<file path="config.mk">
export PLATFORM = sky130hd
export DESIGN_NAME = uart_irq_prio
export DESIGN_NICKNAME = d
export VERILOG_FILES = /design/src/rtl/uart_irq_prio.sv
export SDC_FILE = /design/constraint.sdc
export NUM_CORES = 1
export LEC_CHECK = 0
export ABC_AREA = 1
export BUFFER_PORTS_ARGS = -buffer_cell sky130_fd_sc_hd__buf_2
export CAP_MARGIN = 15
export CORE_AREA = 2 2 51 53
export DETAILED_ROUTE_END_ITERATION = 7
export DIE_AREA = 0 0 53 55
export PLACE_DENSITY = 0.71
export SYNTH_ARGS = -nofsm -noshare
export SYNTH_HDL_FRONTEND = slang
export SYNTH_SLANG_ARGS = --single-unit
</file>
<file path="constraint.sdc">
create_clock -name clk -period 1.8 [get_ports clk]
set_clock_uncertainty 0.15 [all_clocks]
set_input_delay 0.36 -clock clk [delete_from_list [all_inputs] [get_ports clk]]
set_output_delay 0.36 -clock clk [all_outputs]
set_load 0.05 [all_outputs]
</file>
<file path="src/rtl/uart_irq_prio.sv">
module uart_irq_prio #(
  parameter int DEPTH = 16,
  parameter bit USER_THRE_EN = 1'b1,
  localparam int LW = $clog2(DEPTH + 1)
) (
  input  logic          clk,
  input  logic          rst_n,
  input  logic          ier_wr,
  input  logic [7:0]    ier_wdata,
  output logic [7:0]    ier_rdata,
  input  logic          fcr_wr,
  input  logic [7:0]    fcr_wdata,
  input  logic          iir_rd,
  output logic [7:0]    iir_rdata,
  input  logic [LW-1:0] rx_level,
  input  logic [LW-1:0] tx_level,
  input  logic          line_err,
  input  logic          char_tmo,
  input  logic          msr_chg,
  input  logic          afc_en,
  output logic          rts_n,
  output logic          irq
);
  localparam logic [LW-1:0] LV_ONE  = LW'(1);
  localparam logic [LW-1:0] LV_TWO  = LW'(2);
  localparam logic [LW-1:0] LV_QTR  = LW'(DEPTH / 4);
  localparam logic [LW-1:0] LV_HALF = LW'(DEPTH / 2);
  localparam logic [LW-1:0] LV_NF   = LW'(DEPTH - 2);

  localparam logic [3:0] ID_NONE = 4'b0001;
  localparam logic [3:0] ID_LS   = 4'b0110;
  localparam logic [3:0] ID_RDA  = 4'b0100;
  localparam logic [3:0] ID_CTO  = 4'b1100;
  localparam logic [3:0] ID_THRE = 4'b0010;
  localparam logic [3:0] ID_MS   = 4'b0000;

  logic [3:0]    en;
  logic          ptime;
  logic          fifo_en;
  logic [1:0]    rx_sel, tx_sel;
  logic          thre_pend, thre_cond_q;
  logic [LW-1:0] rx_thr, tx_thr;
  logic          thre_cond;
  logic [3:0]    code;

  always_ff @(posedge clk or negedge rst_n) begin
    if (!rst_n) begin
      en      <= '0;
      ptime   <= 1'b0;
      fifo_en <= 1'b0;
      rx_sel  <= '0;
      tx_sel  <= '0;
    end else begin
      if (ier_wr) begin
        en    <= ier_wdata[3:0];
        ptime <= USER_THRE_EN & ier_wdata[7];
      end
      if (fcr_wr) begin
        fifo_en <= fcr_wdata[0];
        rx_sel  <= fcr_wdata[7:6];
        tx_sel  <= fcr_wdata[5:4];
      end
    end
  end

  always_comb begin
    case (rx_sel)
      2'b00:   rx_thr = LV_ONE;
      2'b01:   rx_thr = LV_QTR;
      2'b10:   rx_thr = LV_HALF;
      default: rx_thr = LV_NF;
    endcase
    if (!fifo_en) rx_thr = LV_ONE;
  end

  always_comb begin
    case (tx_sel)
      2'b00:   tx_thr = '0;
      2'b01:   tx_thr = LV_TWO;
      2'b10:   tx_thr = LV_QTR;
      default: tx_thr = LV_HALF;
    endcase
  end

  assign thre_cond = (ptime && fifo_en) ? (tx_level <= tx_thr) : (tx_level == '0);

  always_ff @(posedge clk or negedge rst_n) begin
    if (!rst_n) begin
      thre_pend   <= 1'b0;
      thre_cond_q <= 1'b0;
    end else begin
      thre_cond_q <= thre_cond;
      if (thre_cond && !thre_cond_q)
        thre_pend <= 1'b1;
      else if (!thre_cond || (iir_rd && code == ID_THRE))
        thre_pend <= 1'b0;
    end
  end

  always_comb begin
    if (en[2] && line_err)                 code = ID_LS;
    else if (en[0] && rx_level >= rx_thr)  code = ID_RDA;
    else if (en[0] && fifo_en && char_tmo) code = ID_CTO;
    else if (en[1] && thre_pend)           code = ID_THRE;
    else if (en[3] && msr_chg)             code = ID_MS;
    else                                   code = ID_NONE;
  end

  assign iir_rdata = {{2{fifo_en}}, 2'b00, code};
  assign ier_rdata = {ptime, 3'b000, en};
  assign irq       = ~code[0];
  assign rts_n     = afc_en && (rx_level >= rx_thr);
endmodule

</file>
# Word-level counts from Yosys, hierarchy flattened
# Cells that the tools add are included.
[totals]
regBits = 12
in_bits = 35
output_inout_bits = 18
[classes]
order_cmp = 2
eq_ne = 5
n_mux = 11
n_bitwise = 1
n_reduce_logical = 17
[ops]
columns = ["op", "n"]
rows = [
  ["$pmux W4 S3", 2],
  ["$mux W4", 3],
  ["$logic_and A1 B1 Y1", 10],
  ["$ge A5 B5 Y1", 1],
  ["$le A5 B5 Y1", 1],
  ["$logic_not A5 Y1", 1],
  ["$mux W5", 1],
  ["$eq A2 B1 Y1 const B", 2],
  ["$eq A2 B2 Y1 const B", 2],
  ["$eq A4 B2 Y1 const B", 1],
  ["$logic_not A2 Y1", 2],
  ["$mux W1", 4],
  ["$logic_not A1 Y1", 2],
  ["$mux W2", 1],
  ["$reduce_bool A2 Y1", 1],
  ["$logic_or A1 B1 Y1", 1],
  ["$not A1 Y1", 1],
]

# Longest topological paths before layout
[logic_depth]
ltp_word = 12
mapped_depth = 11

# Worst setup path before layout
# Ideal clock, no wire load.
[synth_timing]
path_kind = "register to output"
from = "reg fifo_en"
to = "out irq"
arrival_ps = 2353
required_time_ps = 1290
slack_ps = -1063
stages_incl_launch_ff = 11
cell_sequence = "dfrtp_1 > nand2_1 > ha_1 > nand2_1 > nor2_1 > nor2_1 > nand2_1 > nand2_2 > nand3_2 > nor2_2 > inv_1"
[synth_via]
elab_chain_cells = 6
elab_cells_between_ends = 9
[synth_rtl]
columns = ["item", "line", "source"]
rows = [
  ["from (decl)", "39", "logic fifo_en;"],
  ["from (signal assigned)", "59", "fifo_en <= fcr_wdata[0];"],
  ["$mux W5 / $logic_and A1 B1 Y1 (equally long branches)", "73, 103", ""],
  ["$ge A5 B5 Y1 / $logic_and A1 B1 Y1 (equally long branches)", "102, 103", ""],
  ["$logic_and A1 B1 Y1 / $mux W4 (equally long branches)", "102, 103", ""],
  ["$mux W4 *", "102", "else if (en[0] && rx_level >= rx_thr) code = ID_RDA;"],
  ["$mux W4 *", "101", "if (en[2] && line_err) code = ID_LS;"],
  ["named net iir_rdata[0]", "14", "output logic [7:0] iir_rdata,"],
  ["$not A1 Y1 *", "111", "assign irq = ~code[0];"],
  ["to (decl)", "22", "output logic irq"],
]
# The timed path passes the listed nets; every way through them passes the cells marked *.

# Worst setup path after layout
[layout_timing]
from = "reg fifo_en"
to = "out irq"
[layout_via]
elab_chain_cells = 6
elab_cells_between_ends = 9
[layout_rtl]
columns = ["item", "line"]
rows = [
  ["$mux W5 / $logic_and A1 B1 Y1 (equally long branches)", "73, 103"],
  ["$ge A5 B5 Y1 / $logic_and A1 B1 Y1 (equally long branches)", "102, 103"],
  ["$logic_and A1 B1 Y1 / $mux W4 (equally long branches)", "102, 103"],
  ["$mux W4 *", "102"],
  ["$mux W4 *", "101"],
  ["$not A1 Y1 *", "111"],
]
# Mark *: on every way between the ends. The rest lies on a longest branch, timed or not.

==> key figures <==
Placement
  • Gpl congestion: 0.668
  • Port Buffer Count: 41
  • HPWL after detailed placement: 1520 um
  • Pre-CTS setup slack: -0.434 ns
  • Placed cell area: 0.00107 mm^2

Timing
  • Setup TNS: -3.09 ns
  • Unrepaired setup endpoints after global routing: true
  • Peak Freq: 0.420 GHz
  • Post-route setup slack: -0.583 ns
  • Setup-failing EPs final: 6
  • Period minus WS final: 2.38 ns
  • Tcrit/Tclk final: 132%
  • Max Slew Vio Count: 0
  • Hold_ws: 0.164 ns
  • Final Hold Vio Count: 0

Power and ir drop
  • Flop pwr share: 36.7%
  • Peak supply drop: 0.467 mV
  • Sw Pwr: 350 uW
  • Leakage power: 0.000634 uW
  • PwrDens: 735 mW/mm^2
  • Clock share of power: 17.9%
  • Comb power frac: 45.4%
  • Pint: 513 uW
  • Sw Ratio: 40.5%

Die
  • Initial Util: 34.9%
  • Die area: 0.00292 mm^2
  • Die W: 53 um
  • Num rows: 18
  • Die Y-Extent: 55 um
  • # IOs: 53
  • Total core area: 0.00236 mm^2

Hold path
  • Hold WC Path Type: in2reg
  • WHS Endpoint: tx_sel[0]
  • Worst hold path depth: 3
  • HP Start: fcr_wdata[4]

Global route
  • Tot GR Track Use: 12.3%
  • GRT overflow: 0
  • Maximum number of pins on one net before global-route repair: 13
  • Global-route wire length before repair: 2660 um
  • Vias in the first global route: 690
  • Initial antenna violation count: 0

Setup path
  • Crit-path most repeated cell: nand2_1
  • Crit path cell chain: nand2_1 -> ha_4 -> nand2_1 -> nand2_1 -> nor2_2 -> nand2_2 -> nand2_2 -> nand3_4 -> nor2_4 -> clkinvlp_4 -> buf_6
  • CP peak stage delay: 0.42 ns
  • Data required time of the worst path: 1.29 ns
  • Depth of the most critical reg-to-reg path: 11
  • Largest delay share family, worst path: simple AND/OR/NAND/NOR gates
  • CP arrival: 1.87 ns
  • CP Max Fanout: 5
  • Critical Path End Type: output port
  • R2r setup slk: 0.06 ns
  • WP buf/inv: 2
  • Reg-to-Reg Start: fifo_en
  • Crit path kind: reg2out
  • Reg2reg end: thre_pend
  • Slowest CP cell: dfrtp_1
  • Setup crit start kind: flip-flop

Clocking
  • Root Buffer: clkbuf_4
  • H-Tree Level Count: 1
  • Reg clk slew, reported paths: 0.06 ns
  • CTS Sinks: 12
  • Clock Tree Buf Depth: 2
  • Clk Latency, worst-skew pair: 0.26 ns
  • CTS buffer count: 3
  • CTS tree: done

Run status
  • Status: complete, but fails checks
  • Failing checks: setup timing

Drt
  • Drt first pass iters: 4
  • Drt first-iter violations: 4
  • Via density: 4.29
  • Via count: 750
  • Drt total wl: 1780 um
  • Wire per inst: 10.2 um
  • Antenna Nets Post-Route: 0
  • DRC: 0

Yosys
  • Syn avg cell area: 8.33 um^2
  • Register bit total from synthesis: 12
  • Sequential area share after synthesis: 36.4%
  • Share of the synthesized area in the top cell type: 36.4%
  • Netlist cell types: 19
  • Mapped Cells: 99
  • Synth warnings: 0
  • Yosys top cell by area: dfrtp_1
  • Top post-synthesis cells by area: dfrtp_1 (36%), mux2_2 (12%), ha_1 (11%)
  • Post-Syn Area: 825 um^2

Layout
  • Final instance area: 0.00117 mm^2
  • Layout cells sized above 1: 49.0%
  • Area Overhead vs Synth: 42.3%
  • # fillers: 239
  • Diodes inserted: 0
  • Nets: 189
  • Multi-input logic area: 480 um^2
  • Register area: 300 um^2

Run
  • # Max-Cap Violations: 0
worst min-delay path: cells and delay by family:
kind | cells | cell delay, ns
and+or+nand+nor | 1 | 0.04
AOI/OAI and AO/OA | 1 | 0.06
buffers and inverters | 1 | 0.07
final cells by class:
type                    count  share of cell area, %
multi-input cells          69                   40.9
inverters                  14                   4.80
clock buffers               3                   1.92
repair buffers             47                   23.6
flip-flops and latches     12                   25.6
well taps                  30                   3.20
worst max path at each step:
stage / start / end / depth (start not counted)
2_1_floorplan: fifo_en / irq / 10
3_3_place_gp: fifo_en / irq / 11
3_5_place_dp: fifo_en / iir_rdata[3] / 9
4_1_cts: fifo_en / irq / 11
5_1_grt: fifo_en / irq / 11
6_report: fifo_en / irq / 11
placed cells by master, fill, tap and decap left out:
cell / count
buf_2: 36
nand2_1: 20
inv_1: 12
dfrtp_1: 12
mux2_2: 9
nor2_1: 7
buf_4: 7
ha_1: 6
conb_1: 5
nand3_1: 3
nand2_2: 3
nor2_2: 3
clkbuf_4: 3
buf_6: 3
a21oi_1: 2
o21bai_1: 2
o21ai_1: 1
nand3_2: 1
nand3_4: 1
nor2_4: 1
nor3b_4: 1
inv_2: 1
clkinvlp_4: 1
a21boi_0: 1
nand4_1: 1
o21ai_0: 1
ha_4: 1
dlygate4sd3_1: 1
registers in the layout, indices dropped and copies added, names as in the netlist:
| name | cells |
|---|---|
| rx_sel | 2 |
| fifo_en | 1 |
| thre_cond_q | 1 |
| thre_pend | 1 |
| ptime | 1 |
| tx_sel | 2 |
| en | 4 |
stage by stage:
step	power, uW	util (%)	instances
after floorplan	591	-	103
after global placement	672	45.4	170
after detailed placement	683	45.4	170
after CTS	861	48.4	175
after global routing	929	49.6	175
final	863	49.6	175
power groups by stage:
stage               combinational (uW)  sequential [uW]  clock, uW
floorplan                          240              351          0
CTS                                381              317        163
global route                       428              321        180
finish                             391              317        155
detailed placement                 360              323          0
global placement                   350              321          0
logic make-up after synthesis:
| group | synth area share (%) |
|---|---|
| compound gates | 5.16 |
| flops | 36.4 |
| simple gates | 21.4 |
| other cells | 0.455 |
| buf+inv | 13.7 |
| fa+ha+maj | 10.6 |
| mux | 12.3 |
Yosys cell counts:
cell type,count
a21boi_0,1
a21oi_1,2
buf_4,8
conb_1,1
dfrtp_1,12
ha_1,7
inv_1,13
inv_2,1
mux2_2,9
nand2_1,22
nand2_2,1
nand3_1,4
nand3_2,1
nand4_1,1
nor2_1,10
nor2_2,1
nor3b_1,1
o21ai_0,2
o21bai_1,2
layer usage:
| metal | part of all wire, % | track usage (%) |
|---|---|---|
| met2 | 55 | 22.7 |
| met4 | 0.45 | 5.13 |
| met3 | 5.5 | 1.61 |
| met1 | 38 | 14.3 |
| met5 | 0 | 0 |
what timing repair did:
action	4_1_cts	5_1_grt
endpoints found under the setup margin	7	7
endpoints found under the hold margin	12	0
resized for setup	9	8
pin swaps	4	5
hold buffers	1	0
buffers inserted	1	0
No activity file was read; power rests on OpenSTA's default activity.
